$ cat config.mk
export PLATFORM = sky130hd
export DESIGN_NAME = mesi_line_ctrl
export DESIGN_NICKNAME = d
export VERILOG_FILES = /design/src/rtl/mesi_pkg.sv /design/src/rtl/mesi_line_array.sv /design/src/rtl/mesi_snoop_unit.sv /design/src/rtl/mesi_req_fsm.sv /design/src/rtl/mesi_line_ctrl.sv
export SDC_FILE = /design/constraint.sdc
export NUM_CORES = 1
export LEC_CHECK = 0
export BUFFER_PORTS_ARGS = -buffer_cell sky130_fd_sc_hd__buf_2
export CORE_MARGIN = 2
export CORE_UTILIZATION = 55
export DETAILED_ROUTE_END_ITERATION = 8
export GPL_TIMING_DRIVEN = 0
export HOLD_SLACK_MARGIN = 0.05
export PLACE_DENSITY_LB_ADDON = 0.12
export SYNTH_ARGS = -nofsm -noshare
export SYNTH_HDL_FRONTEND = slang
export SYNTH_SLANG_ARGS = --single-unit
export TNS_END_PERCENT = 20
$ cat constraint.sdc
create_clock -name clk -period 3.2 [get_ports clk]
set_input_delay 0.16 -clock clk [delete_from_list [all_inputs] [get_ports clk]]
set_output_delay 0.16 -clock clk [all_outputs]
set_load 0.01 [all_outputs]
$ cat src/rtl/mesi_pkg.sv
`timescale 1ns/1ps
package mesi_pkg;
    typedef enum logic [1:0] {
        ST_I = 2'b00,
        ST_S = 2'b01,
        ST_E = 2'b10,
        ST_M = 2'b11
    } line_state_t;

    typedef enum logic [1:0] {
        BOP_NONE = 2'b00,
        BOP_RD   = 2'b01,
        BOP_RDX  = 2'b10
    } bus_op_t;

    typedef enum logic {
        REQ_IDLE,
        REQ_WAIT
    } req_state_t;
endpackage

$ cat src/rtl/mesi_line_array.sv
`timescale 1ns/1ps
module mesi_line_array
    import mesi_pkg::*;
#(
    parameter int NUM_LINES = 4,
    parameter int IDX_W     = 2,
    parameter int TAG_W     = 6
) (
    input  logic                  clk,
    input  logic                  rst_n,
    input  logic                  snp_we,
    input  logic [IDX_W-1:0]      snp_idx,
    input  line_state_t           snp_st,
    input  logic                  fill_we,
    input  logic [IDX_W-1:0]      fill_idx,
    input  logic [TAG_W-1:0]      fill_tag,
    input  line_state_t           fill_st,
    output line_state_t           line_st  [NUM_LINES],
    output logic [TAG_W-1:0]      line_tag [NUM_LINES]
);
    for (genvar g = 0; g < NUM_LINES; g++) begin : g_line
        line_state_t      st_q;
        logic [TAG_W-1:0] tag_q;

        // processor-side write wins: it was evaluated on the post-snoop state
        always_ff @(posedge clk) begin
            if (!rst_n) begin
                st_q  <= ST_I;
                tag_q <= '0;
            end else if (fill_we && fill_idx == IDX_W'(g)) begin
                st_q  <= fill_st;
                tag_q <= fill_tag;
            end else if (snp_we && snp_idx == IDX_W'(g)) begin
                st_q  <= snp_st;
            end
        end

        assign line_st[g]  = st_q;
        assign line_tag[g] = tag_q;
    end
endmodule

$ cat src/rtl/mesi_snoop_unit.sv
`timescale 1ns/1ps
module mesi_snoop_unit
    import mesi_pkg::*;
#(
    parameter int NUM_LINES = 4,
    parameter int ADDR_W    = 8,
    parameter int IDX_W     = 2,
    parameter int TAG_W     = 6
) (
    input  logic                 snoop_valid,
    input  logic                 snoop_op,
    input  logic [ADDR_W-1:0]    snoop_addr,
    input  line_state_t          line_st  [NUM_LINES],
    input  logic [TAG_W-1:0]     line_tag [NUM_LINES],
    output logic                 shared_out,
    output logic                 flush,
    output logic                 supply,
    output logic                 upd_we,
    output logic [IDX_W-1:0]     upd_idx,
    output line_state_t          upd_st
);
    line_state_t cur;
    logic        match;

    always_comb begin
        upd_idx    = snoop_addr[IDX_W-1:0];
        cur        = line_st[upd_idx];
        match      = snoop_valid && (line_tag[upd_idx] == snoop_addr[ADDR_W-1:IDX_W])
                     && (cur != ST_I);
        shared_out = 1'b0;
        flush      = 1'b0;
        supply     = 1'b0;
        upd_we     = match;
        upd_st     = cur;
        if (match) begin
            unique case (cur)
                ST_M: begin
                    flush      = 1'b1;
                    shared_out = !snoop_op;
                    upd_st     = snoop_op ? ST_I : ST_S;
                end
                ST_E: begin
                    supply     = !snoop_op;
                    shared_out = !snoop_op;
                    upd_st     = snoop_op ? ST_I : ST_S;
                end
                ST_S: begin
                    shared_out = !snoop_op;
                    upd_st     = snoop_op ? ST_I : ST_S;
                end
                ST_I: upd_st = ST_I;
            endcase
        end
    end
endmodule

$ cat src/rtl/mesi_req_fsm.sv
`timescale 1ns/1ps
module mesi_req_fsm
    import mesi_pkg::*;
#(
    parameter int ADDR_W = 8,
    parameter int IDX_W  = 2,
    parameter int TAG_W  = 6
) (
    input  logic              clk,
    input  logic              rst_n,
    input  logic              cpu_req,
    input  logic              cpu_wr,
    input  logic [ADDR_W-1:0] cpu_addr,
    input  line_state_t       acc_st,
    input  logic [TAG_W-1:0]  acc_tag,
    input  logic              bus_done,
    input  logic              bus_shared_in,
    output logic [IDX_W-1:0]  acc_idx,
    output logic              cpu_done,
    output line_state_t       cpu_state,
    output logic              bus_req,
    output bus_op_t           bus_op,
    output logic [ADDR_W-1:0] bus_addr,
    output logic              bus_nodata,
    output logic              fill_we,
    output logic [IDX_W-1:0]  fill_idx,
    output logic [TAG_W-1:0]  fill_tag,
    output line_state_t       fill_st
);
    req_state_t        fsm_q, fsm_d;
    logic [ADDR_W-1:0] pend_addr_q, pend_addr_d;
    logic              pend_wr_q, pend_wr_d;
    logic [ADDR_W-1:0] acc_addr;
    logic              tag_hit;

    always_ff @(posedge clk) begin
        if (!rst_n) begin
            fsm_q       <= REQ_IDLE;
            pend_addr_q <= '0;
            pend_wr_q   <= 1'b0;
        end else begin
            fsm_q       <= fsm_d;
            pend_addr_q <= pend_addr_d;
            pend_wr_q   <= pend_wr_d;
        end
    end

    always_comb begin
        acc_addr    = (fsm_q == REQ_WAIT) ? pend_addr_q : cpu_addr;
        acc_idx     = acc_addr[IDX_W-1:0];
        tag_hit     = (acc_tag == acc_addr[ADDR_W-1:IDX_W]) && (acc_st != ST_I);
        fsm_d       = fsm_q;
        pend_addr_d = pend_addr_q;
        pend_wr_d   = pend_wr_q;
        cpu_done    = 1'b0;
        cpu_state   = ST_I;
        bus_req     = 1'b0;
        bus_op      = BOP_NONE;
        bus_addr    = '0;
        bus_nodata  = 1'b0;
        fill_we     = 1'b0;
        fill_idx    = acc_addr[IDX_W-1:0];
        fill_tag    = acc_addr[ADDR_W-1:IDX_W];
        fill_st     = ST_I;
        unique case (fsm_q)
            REQ_IDLE: begin
                if (cpu_req) begin
                    if (!cpu_wr && tag_hit) begin
                        cpu_done  = 1'b1;
                        cpu_state = acc_st;
                    end else if (cpu_wr && tag_hit && (acc_st == ST_E || acc_st == ST_M)) begin
                        cpu_done  = 1'b1;
                        cpu_state = ST_M;
                        fill_we   = 1'b1;
                        fill_st   = ST_M;
                    end else begin
                        fsm_d       = REQ_WAIT;
                        pend_addr_d = cpu_addr;
                        pend_wr_d   = cpu_wr;
                    end
                end
            end
            REQ_WAIT: begin
                bus_req    = 1'b1;
                bus_op     = pend_wr_q ? BOP_RDX : BOP_RD;
                bus_addr   = pend_addr_q;
                bus_nodata = pend_wr_q && tag_hit && (acc_st == ST_S);
                if (bus_done) begin
                    fill_we   = 1'b1;
                    fill_st   = pend_wr_q ? ST_M : (bus_shared_in ? ST_S : ST_E);
                    cpu_done  = 1'b1;
                    cpu_state = fill_st;
                    fsm_d     = REQ_IDLE;
                end
            end
        endcase
    end
endmodule

$ cat src/rtl/mesi_line_ctrl.sv
`timescale 1ns/1ps
module mesi_line_ctrl
    import mesi_pkg::*;
#(
    parameter int NUM_LINES = 4,
    parameter int ADDR_W    = 8
) (
    input  logic              clk,
    input  logic              rst_n,
    input  logic              cpu_req,
    input  logic              cpu_wr,
    input  logic [ADDR_W-1:0] cpu_addr,
    output logic              cpu_done,
    output logic [1:0]        cpu_state,
    output logic              bus_req,
    output logic [1:0]        bus_op,
    output logic [ADDR_W-1:0] bus_addr,
    output logic              bus_nodata,
    input  logic              bus_done,
    input  logic              bus_shared_in,
    input  logic              snoop_valid,
    input  logic              snoop_op,
    input  logic [ADDR_W-1:0] snoop_addr,
    output logic              snoop_shared_out,
    output logic              snoop_flush,
    output logic              snoop_supply
);
    localparam int IDX_W = $clog2(NUM_LINES);
    localparam int TAG_W = ADDR_W - IDX_W;

    line_state_t      line_st  [NUM_LINES];
    logic [TAG_W-1:0] line_tag [NUM_LINES];

    logic             snp_we;
    logic [IDX_W-1:0] snp_idx;
    line_state_t      snp_st;

    logic [IDX_W-1:0] acc_idx;
    line_state_t      acc_st;
    logic [TAG_W-1:0] acc_tag;
    logic             fill_we;
    logic [IDX_W-1:0] fill_idx;
    logic [TAG_W-1:0] fill_tag;
    line_state_t      fill_st;
    line_state_t      done_st;
    bus_op_t          op_enc;

    mesi_line_array #(.NUM_LINES(NUM_LINES), .IDX_W(IDX_W), .TAG_W(TAG_W)) u_lines (
        .clk      (clk),
        .rst_n    (rst_n),
        .snp_we   (snp_we),
        .snp_idx  (snp_idx),
        .snp_st   (snp_st),
        .fill_we  (fill_we),
        .fill_idx (fill_idx),
        .fill_tag (fill_tag),
        .fill_st  (fill_st),
        .line_st  (line_st),
        .line_tag (line_tag)
    );

    mesi_snoop_unit #(.NUM_LINES(NUM_LINES), .ADDR_W(ADDR_W), .IDX_W(IDX_W), .TAG_W(TAG_W)) u_snoop (
        .snoop_valid (snoop_valid),
        .snoop_op    (snoop_op),
        .snoop_addr  (snoop_addr),
        .line_st     (line_st),
        .line_tag    (line_tag),
        .shared_out  (snoop_shared_out),
        .flush       (snoop_flush),
        .supply      (snoop_supply),
        .upd_we      (snp_we),
        .upd_idx     (snp_idx),
        .upd_st      (snp_st)
    );

    // processor side sees the line as the same-cycle snoop leaves it
    always_comb begin
        acc_st  = (snp_we && snp_idx == acc_idx) ? snp_st : line_st[acc_idx];
        acc_tag = line_tag[acc_idx];
    end

    mesi_req_fsm #(.ADDR_W(ADDR_W), .IDX_W(IDX_W), .TAG_W(TAG_W)) u_fsm (
        .clk           (clk),
        .rst_n         (rst_n),
        .cpu_req       (cpu_req),
        .cpu_wr        (cpu_wr),
        .cpu_addr      (cpu_addr),
        .acc_st        (acc_st),
        .acc_tag       (acc_tag),
        .bus_done      (bus_done),
        .bus_shared_in (bus_shared_in),
        .acc_idx       (acc_idx),
        .cpu_done      (cpu_done),
        .cpu_state     (done_st),
        .bus_req       (bus_req),
        .bus_op        (op_enc),
        .bus_addr      (bus_addr),
        .bus_nodata    (bus_nodata),
        .fill_we       (fill_we),
        .fill_idx      (fill_idx),
        .fill_tag      (fill_tag),
        .fill_st       (fill_st)
    );

    assign cpu_state = done_st;
    assign bus_op    = op_enc;
endmodule

=== Yosys cells after proc, flatten, opt, wreduce, memory -nomap -nowiden ===
Cells that the tools add are included.

* Multiplexer cells: 59
* Reductions and logical operators: 31
* Bitwise gates (word level): 5
* Equal/unequal tests: 15
* $lt $le $gt $ge: 2

{| class="wikitable"
|+ Operators with widths
! kind !! number
|-
| 2-bit two-way mux || 24
|-
| 6-bit binary-select mux with 2-bit select || 2
|-
| 6-bit two-way mux || 4
|-
| 1-bit two-way mux || 19
|-
| 1-bit logical AND || 17
|-
| 2-bit == test, second input constant || 8
|-
| 8-bit two-way mux || 2
|-
| 6-bit == test || 2
|-
| 2-bit one-hot mux with 2 select lines || 3
|-
| 2-bit nonzero test || 6
|-
| 2-bit binary-select mux with 2-bit select || 2
|-
| 2-bit by 1-bit == test with 1-bit output, second input constant || 4
|-
| 3-bit greater-or-equal comparator, second input constant || 2
|-
| 2-bit zero test || 3
|-
| 2-bit NOT with 3-bit output || 2
|-
| 1-bit one-hot mux with 2 select lines || 3
|-
| 4-bit AND reduction || 1
|-
| 1-bit NOT || 3
|-
| 3-bit OR reduction || 1
|-
| 2-bit == test || 1
|-
| 1-bit zero test || 2
|-
| 1-bit logical OR || 1
|}

* Flip-flop bits (word level): 42
* Output and inout bits: 18

=== Longest topological paths before layout ===
Gate-level depths: netlist of run 1.

* Word-level depth: 19
* Gate-level depth with buffers: 11
* Mapped depth without buffers: 8

=== Hierarchy ===
Synthesis of run 1 repeated with hierarchy kept, for this count alone.

* Cells, all modules: 278
* Area, all modules: 2757.6 µm²

{| class="wikitable"
|+ Modules (own cells, without submodules)
! module !! times used !! cells an instance !! area each (µm²)
|-
| mesi_line_array || 1 || 133 || 1290.0
|-
| mesi_req_fsm || 1 || 93 || 805.8
|-
| mesi_snoop_unit || 1 || 37 || 397.9
|-
| mesi_line_ctrl || 1 || 15 || 264.0
|}

=== Least setup slack after synthesis of run 1 ===
No wires, ideal clock.

* Path type: register -> register
* From: reg u_fsm.fsm_q
* To: reg u_fsm.fsm_q
* Path buffers: 2
* Period minus slack after synthesis: 2.433 ns
* Arrival: 2.319 ns
* Cell stages (with the launch flop): 11
* Path slack: 0.767 ns
* Path through: dfxtp_1 buf_4 mux2i_2 xor2_1 nand2_1 nand4b_1 or2_1 o221a_1 o21a_1 buf_6 o21a_1

* Longest elaborated chain between the ends: 14

{| class="wikitable"
|+ Ends and longest elaborated chain
! what !! RTL line !! RTL
|-
| start, declared || mesi_req_fsm.sv:30 || <nowiki>req_state_t fsm_q, fsm_d;</nowiki>
|-
| start signal, assigned || mesi_req_fsm.sv:42 || <nowiki>fsm_q <= fsm_d;</nowiki>
|-
| 8-bit two-way mux || mesi_req_fsm.sv:49 || <nowiki>acc_addr = (fsm_q == REQ_WAIT) ? pend_addr_q : cpu_addr;</nowiki>
|-
| 2-bit NOT with 3-bit output (implied by the code) || mesi_line_ctrl.sv:78, mesi_line_ctrl.sv:79 ||
|-
| 2-bit binary-select mux with 2-bit select || mesi_line_ctrl.sv:78 || <nowiki>acc_st = (snp_we && snp_idx == acc_idx) ? snp_st : line_st[acc_idx];</nowiki>
|-
| 2-bit two-way mux (implied by the code) (2 in a row) || mesi_line_ctrl.sv:78 ||
|-
| 2-bit two-way mux || mesi_line_ctrl.sv:78 ||
|-
| 2-bit nonzero test || mesi_req_fsm.sv:51 || <nowiki>tag_hit = (acc_tag == acc_addr[ADDR_W-1:IDX_W]) && (acc_st != ST_I);</nowiki>
|-
| 1-bit logical AND || mesi_req_fsm.sv:51 ||
|-
| 1-bit logical AND (2 in a row) || mesi_req_fsm.sv:71 || <nowiki>end else if (cpu_wr && tag_hit && (acc_st == ST_E || acc_st == ST_M)) begin</nowiki>
|-
| 1-bit two-way mux || mesi_req_fsm.sv:71 ||
|-
| 1-bit two-way mux || mesi_req_fsm.sv:68 || <nowiki>if (!cpu_wr && tag_hit) begin</nowiki>
|-
| 1-bit two-way mux || mesi_req_fsm.sv:67 || <nowiki>if (cpu_req) begin</nowiki>
|-
| 1-bit one-hot mux with 2 select lines (*) || mesi_req_fsm.sv:65 || <nowiki>unique case (fsm_q)</nowiki>
|}

Every way passes the cells marked *; elsewhere a longest branch is shown, timed or not. The select of a mux whose other input is x is not followed.
A chain may end at the register's enable or synchronous reset.

=== Final worst setup path of run 1 ===
* From: reg u_fsm.fsm_q
* To: out cpu_state[0]

* Longest elaborated chain between the ends: 14

{| class="wikitable"
|+ Ends and longest elaborated chain
! what !! RTL line !! RTL
|-
| 8-bit two-way mux || mesi_req_fsm.sv:49 ||
|-
| 2-bit NOT with 3-bit output (implied by the code) || mesi_line_ctrl.sv:78, mesi_line_ctrl.sv:79 ||
|-
| 2-bit binary-select mux with 2-bit select || mesi_line_ctrl.sv:78 ||
|-
| 2-bit two-way mux (implied by the code) (2 in a row) || mesi_line_ctrl.sv:78 ||
|-
| 2-bit two-way mux || mesi_line_ctrl.sv:78 ||
|-
| 2-bit nonzero test || mesi_req_fsm.sv:51 ||
|-
| 1-bit logical AND || mesi_req_fsm.sv:51 ||
|-
| 1-bit logical AND (2 in a row) || mesi_req_fsm.sv:71 ||
|-
| 2-bit two-way mux || mesi_req_fsm.sv:71 ||
|-
| 2-bit two-way mux || mesi_req_fsm.sv:68 ||
|-
| 2-bit two-way mux || mesi_req_fsm.sv:67 ||
|-
| 2-bit one-hot mux with 2 select lines (*) || mesi_req_fsm.sv:65 ||
|-
| end, declared || mesi_line_ctrl.sv:14 || <nowiki>output logic [1:0] cpu_state,</nowiki>
|}

Marked as above.

==> results of run 1 <==
-- tightest hold or removal path, stage by stage --
cell     delay (ps)
buf_2           100
nand2_1          50
mux2i_1          60
-- cell usage after synthesis (6+ instances only) --
master and n:
nand2b_1 9, xor2_1 9, nand2_1 49, clkbuf_1 9, mux2i_1 49, o21ai_1 13
and2_1 8, xnor2_1 7, a21oi_1 9, nor2_1 10, o2111ai_1 6, mux4_2 7
o21ai_0 8, inv_1 11, dfxtp_1 42
-- timing repair --
item                                    4_1_cts  5_1_grt
endpoints found under the setup margin        0        8
hold buffers                                  0        0
gates resized for setup                       0        1
-- path summary, 6_finish.rpt --
kind                              from                        end  slack [ps]  cells after the start
setup / recovery           u_fsm.fsm_q               cpu_state[0]         240                     10
hold / removal             cpu_addr[7]       u_fsm.pend_addr_q[7]         110                      3
setup reg to reg  u_fsm.pend_addr_q[0]  u_lines.g_line[3].st_q[1]         450                      9
hold reg to reg   u_fsm.pend_addr_q[7]       u_fsm.pend_addr_q[7]         460                      2
-- power breakdown --
group / internal (uW) / switching (uW) / leakage [uW] / total (uW)
logic: 74.4 / 117 / 0.00103 / 191
clock network: 233 / 193 / 0.0000514 / 426
registers: 534 / 6.92 / 0.000340 / 541
total: 841 / 317 / 0.00142 / 1160
-- sequential cells by signal, indices dropped and copies added, names as in the netlist --
name	flops
u_fsm.fsm_q	1
u_fsm.pend_addr_q	8
u_fsm.pend_wr_q	1
u_lines.g_line.st_q	8
u_lines.g_line.tag_q	24
-- logic make-up (layout without fill, tap and decap cells) --
logic type | after synthesis | count (layout) | synth area share (%)
buffers and inverters | 28 | 75 | 5.05
AO/OA/AOI/OAI | 59 | 59 | 14.9
XOR/XNOR | 16 | 16 | 5.10
AND/OR/NAND/NOR | 105 | 105 | 20.3
flip-flops | 42 | 42 | 30.6
multiplexers | 57 | 57 | 24.1
-- through the flow --
| step | instances | instance area [um^2] | setup slack (ps) | total power, uW |
|---|---|---|---|---|
| after detailed placement | 413 | 3030 | 246 | 742 |
| after global placement | 413 | 3030 | 277 | 739 |
| after CTS | 421 | 3140 | 124 | 1160 |
| after floorplan | 307 | 2750 | 767 | 679 |
| after global routing | 421 | 3140 | 55.1 | 1200 |
| final | 421 | 3140 | 242 | 1160 |
-- routing by layer --
layer  share of wire [%]  vias to the layer above  routed length, um  track usage (%)
met5                   0                        -                  0                0
met4                 1.8                        0                127             8.13
met3                 5.5                       13                399             5.35
met2                  49                       68               3530             46.2
met1                  44                     1180               3150             36.5
li1                    -                     1193                  -                -
-- final cells by class --
class | count | area (um^2) | share of cell area [%]
Buffer | 17 | 97.6 | 3.11
Clock buffer | 6 | 72.6 | 2.31
Clock inverter | 2 | 37.5 | 1.20
Inverter | 11 | 41.3 | 1.31
Multi-Input combinational cell | 237 | 1770 | 56.4
Sequential cell | 42 | 841 | 26.8
Tap cell | 67 | 83.8 | 2.67
Timing Repair Buffer | 39 | 195 | 6.22
-- layout by cell type (no fill, tap or decap), types with 2 or more instances in the layout --
master,count
xnor2_1,7
xor2_1,9
nand2_1,49
nand3_1,2
mux4_2,7
o2111ai_1,6
nor3b_4,2
o311ai_0,2
dfxtp_1,42
clkbuf_8,5
buf_2,41
nor3_1,5
clkbuf_1,10
o211ai_1,4
mux2i_1,49
and3b_1,4
buf_6,3
buf_4,2
o21bai_1,2
o21a_1,2
o21ai_0,8
nand2b_1,9
o22ai_1,2
o21ai_1,13
nor3b_1,2
and3_1,2
o31ai_1,3
and2_1,8
nand3b_1,3
a21oi_1,8
or2_1,2
inv_1,11
nor2_1,10
a21oi_4,3
==> summary.md, run 1 <==
| Metric | Value |
|---|---|
| I/O Pins | `42` |
| Largest delay contributor family on the critical path | `simple AND/OR/NAND/NOR gates` |
| Hold Crit Class | `primary input to flip-flop` |
| Synth top area share | `30.6%` |
| CP Cell Sequence | `buf_4 -> mux2i_2 -> xor2_1 -> nand2_1 -> nand4b_1 -> or2_1 -> o221a_1 -> nand2b_1 -> o22ai_1 -> buf_2` |
| Worst-path fanout max | `10` |
| Worst hold slack | `105 ps` |
| Routed WL | `7.21 mm` |
| Cell leakage power | `0.00142 uW` |
| Clock skew | `5.89 ps` |
| Part of the Yosys area used for sequential elements | `30.6%` |
| Synthesized instance count | `307` |
| Worst Path Buf+Inv | `2` |
| Primary FF master, synth | `dfxtp_1` |
| Die footprint | `5580 um^2` |
| CTS max path bufs | `2` |
| Vias per cell | `5.83` |
| Fillers | `443` |
| DP Wirelength | `5.34 mm` |
| Skew-Pair Late Insertion Delay | `310 ps` |
| Post-route ant nets | `0` |
| Final setup fails | `0` |
| CP max-delay cell | `dfxtp_1` |
| Cell taking the most area after synthesis | `dfxtp_1` |
| First DRT Iteration DRCs | `199` |
| Number of global-route vias before repair | `2,294` |
| Die width | `74.7 um` |
| Clock Sink Count | `42` |
| Yosys cell types | `47` |
| WS Path Type | `flip-flop to primary output` |
| Rows | `25` |
| Worst Tran Pin Value | `620 ps` |
| Crit. End Element | `primary output` |
| Syn Nets | `331` |
| TritonCTS Buffers | `5` |
| Worst Path Arrival | `2800 ps` |
| Post-synthesis to final-layout area growth | `14.3%` |
| RD Place Congestion | `0.868` |
| Synthesized area per cell | `8.95 um^2` |
| Largest net degree at the start of global routing | `14` |
| Initial core utilization | `57.4%` |
| CP Launch Type | `flip-flop` |
| DR WL/cell | `17.1 um` |
| Final net count | `377` |
| Chip height | `74.7 um` |
| Fin Setup TNS | `0 ps` |
| WP data required | `3040 ps` |
| Fmax | `0.338 GHz` |
| EDFF count, synth | `0` |
| Outcome | `completed` |
| Max-cap viol count | `0` |
| Global-route wire length before repair | `11.4 mm` |
| Relative slew margins | `58.6%` |
| Max-slew violation count | `0` |
| ANT cells | `0` |
| CP max stage delay | `410 ps` |
| Total Routing Usage GR | `27.6%` |
| Core area | `4790 um^2` |
| Layout Utilization | `65.6%` |
| Synthesized area | `2750 um^2` |
| Post-CTS Setup Bufs | `0` |
| Synth area leaders | `dfxtp_1 31%, mux2i_1 18%, nand2_1 6.7%, mux4_2 5.7%, xor2_1 2.9%` |
| Vias | `2,454` |
| # DRC | `0` |
| GRT overflow | `0` |
| PortBufs | `39` |
| Fraction of registers with async set or reset after synthesis | `0%` |
| Register clock-pin slew on the reported worst setup and hold paths | `80 ps` |
| H-tree Lvls | `2` |
| Fin crit share | `92.4%` |
| Share of layout cells above drive strength 1 | `20.1%` |
| Initial antenna violation count | `0` |
| DRT Pass-1 Iters | `4` |
| Yosys synthesis warning count | `0` |
| Tmin final | `2960 ps` |
| RSZ-0062 raised after global routing | `false` |
| Seq cells post-synth | `42` |
| Cell Pwr Density | `369 nW/um^2` |
| Clock tree from TritonCTS | `yes` |
| IR drop worst, VDD | `0.321 mV` |
| Hold Violations, Final | `0` |
| Root buffer cell | `clkbuf_8` |
Note: power is estimated with default switching activity, not from simulation.
==> run 2: changes to the inputs <==
--- a/config.mk
+++ b/config.mk
@@ -6,6 +6,8 @@
 export NUM_CORES = 1
 export LEC_CHECK = 0
 export BUFFER_PORTS_ARGS = -buffer_cell sky130_fd_sc_hd__buf_2
+export CAP_MARGIN = 0
+export CORE_ASPECT_RATIO = 1.75
 export CORE_MARGIN = 2
 export CORE_UTILIZATION = 55
 export DETAILED_ROUTE_END_ITERATION = 8
==> constraint.sdc (replaced) <==
create_clock -name clk -period 3.2 [get_ports clk]
set_input_delay 0.48 -clock clk [delete_from_list [all_inputs] [get_ports clk]]
set_output_delay 0.48 -clock clk [all_outputs]
set_load 0.01 [all_outputs]
==> summary.md, run 2 (synthesized netlist as in run 1, its figures left out) <==
| Metric | Value |
|---|---|
| Worst-path fanout max | `10` |
| Fmax | `0.320 GHz` |
| I/O Pins | `42` |
| PortBufs | `39` |
| Routed WL | `7.31 mm` |
| Crit. End Element | `primary output` |
| Worst Tran Pin Value | `614 ps` |
| Worst path depth | `10` |
| Post-synthesis to final-layout area growth | `14.3%` |
| Hold-fix buffers, CTS | `0` |
| Final net count | `376` |
| WP data required | `2720 ps` |
| Vias per cell | `6.10` |
| ANT cells | `0` |
| CP Launch Type | `primary input` |
| Global-route wire length before repair | `11.8 mm` |
| Root buffer cell | `clkbuf_8` |
| Clock power frac | `32.0%` |
| Flop pwr share | `50.0%` |
| Reg with most FFs | `u_lines.g_line.tag_q` |
| Relative slew margins | `59.1%` |
| Max-cap viol count | `0` |
| Register clock-pin slew on the reported worst setup and hold paths | `80 ps` |
| Tmin final | `3120 ps` |
| Final instance area | `3140 um^2` |
| Comb power frac | `18.0%` |
| CP max-delay cell | `mux4_2` |
| Sw Ratio | `29.6%` |
| Final setup fails | `0` |
| CP max stage delay | `320 ps` |
| Hold Crit Depth | `3` |
| DRT Pass-1 Iters | `4` |
| Hold Path Origin | `cpu_addr[6]` |
| Max reg flops | `24` |
| GRT overflow | `0` |
| Chip height | `97.5 um` |
| Hold Crit Class | `primary input to flip-flop` |
| Clock skew | `11.7 ps` |
| Clock Sink Count | `42` |
| Vias | `2,483` |
| Biggest regs | `u_lines.g_line.tag_q x24, u_fsm.pend_addr_q x8, u_lines.g_line.st_q x8` |
| Cell Pwr Density | `347 nW/um^2` |
| RSZ-0062 raised after global routing | `false` |
| Core area | `4890 um^2` |
| R2r worst-path depth | `9` |
| Share of layout cells above drive strength 1 | `21.5%` |
| Max-slew violation count | `0` |
| DP Wirelength | `5.50 mm` |
| First DRT Iteration DRCs | `144` |
| Reg2Reg Launch Point | `u_fsm.fsm_q` |
| Outcome | `completed` |
| Worst Path Buf+Inv | `3` |
| Initial antenna violation count | `0` |
| Rows | `34` |
| Fin Setup TNS | `0 ps` |
| CP Cell Sequence | `buf_6 -> buf_4 -> mux4_2 -> xnor2_1 -> nand4b_1 -> or2_1 -> o221a_1 -> nand2b_1 -> o22ai_1 -> buf_2` |
| DR WL/cell | `18.0 um` |
| Crit path launch | `snoop_addr[1]` |
| CTS max path bufs | `2` |
| Die width | `57.4 um` |
| Die footprint | `5600 um^2` |
| Number of global-route vias before repair | `2,426` |
| Skew-Pair Late Insertion Delay | `300 ps` |
| TritonCTS Buffers | `5` |
| Most frequent cells in the layout | `49 x nand2_1, 48 x mux2i_1, 41 x buf_2, 41 x dfxtp_1, 13 x o21ai_1` |
| Largest net degree at the start of global routing | `14` |
| RD Place Congestion | `0.876` |
| Cell leakage power | `0.00143 uW` |
| WS Path Type | `primary input to primary output` |
| # DRC | `0` |
| Fin crit share | `97.6%` |
| IR drop worst, VDD | `0.393 mV` |
| Net Sw Power | `323 uW` |
| Commonest non-fill, non-tap cell in the layout | `nand2_1` |
| Area after DPL | `3010 um^2` |
| Total Routing Usage GR | `26.9%` |
| H-tree Lvls | `2` |
| Worst Path Arrival | `2640 ps` |
| Clock tree from TritonCTS | `yes` |
| Largest delay contributor family on the critical path | `simple AND/OR/NAND/NOR gates` |
| Fillers | `445` |
| Post-route ant nets | `0` |
| Pint | `768 uW` |
| Initial core utilization | `56.2%` |
| Hold Violations, Final | `0` |
-- run 2: power groups by stage --
| stage | clock [uW] | combinational, uW | sequential, uW |
|---|---|---|---|
| 5_1_grt | 368 | 211 | 548 |
| 2_1_floorplan | 0 | 128 | 552 |
| 6_report | 349 | 196 | 545 |
| 3_3_place_gp | 0 | 188 | 553 |
| 4_1_cts | 356 | 196 | 541 |
| 3_5_place_dp | 0 | 190 | 553 |
-- run 2: per-layer routing --
layer  track usage [%]  vias to the layer above  share of wire (%)
li1                  -                     1184                  -
met1              33.0                     1201                 40
met2              47.6                       85                 54
met3              3.20                       13                4.5
met4              8.23                        0                1.8
met5                 0                        -                  0
-- run 2: through the flow --
step	util, %	total power [uW]	instances	setup slack [ps]	hold slack (ps)
floorplan	-	679	307	431	430
global placement	61.5	741	400	53.3	439
detailed placement	61.5	743	400	62.4	445
CTS	63.9	1090	408	26.5	434
global route	64.2	1130	407	3.99	444
finish	64.2	1090	407	75.4	437
-- run 2: area by class of cell --
class,instances,area (um^2),share of cell area (%)
plain buffers,15,97.6,3.11
repair buffers,40,203,6.46
inverters,11,41.3,1.32
flip-flops and latches,42,842,26.8
clock buffers,6,72.6,2.31
clock inverters,2,13.8,0.438
well taps,54,67.6,2.15
multi-input cells,237,1800,57.4
-- run 2: final timing paths --
path / end / slack [ps]
setup / recovery: cpu_state[0] / 80
hold / removal: u_fsm.pend_addr_q[6] / 440
setup reg to reg: u_lines.g_line[2].tag_q[5] / 520
hold reg to reg: u_fsm.pend_addr_q[5] / 450
-- run 2: repair_timing --
action	CTS	global route
setup buffers	0	1
gates resized for setup	6	3
pin swaps	0	0
endpoints found under the setup margin	4	4
gates cloned	0	0
-- run 2: worst reg2reg max path: cells and delay by family (launching register included) --
kind,cells,cell delay [ps]
DFF,1,360
buffers and inverters,1,160
xor gates and xnor gates,1,180
AOI/OAI and AO/OA,3,520
muxes,1,180
and+or+nand+nor,3,1180
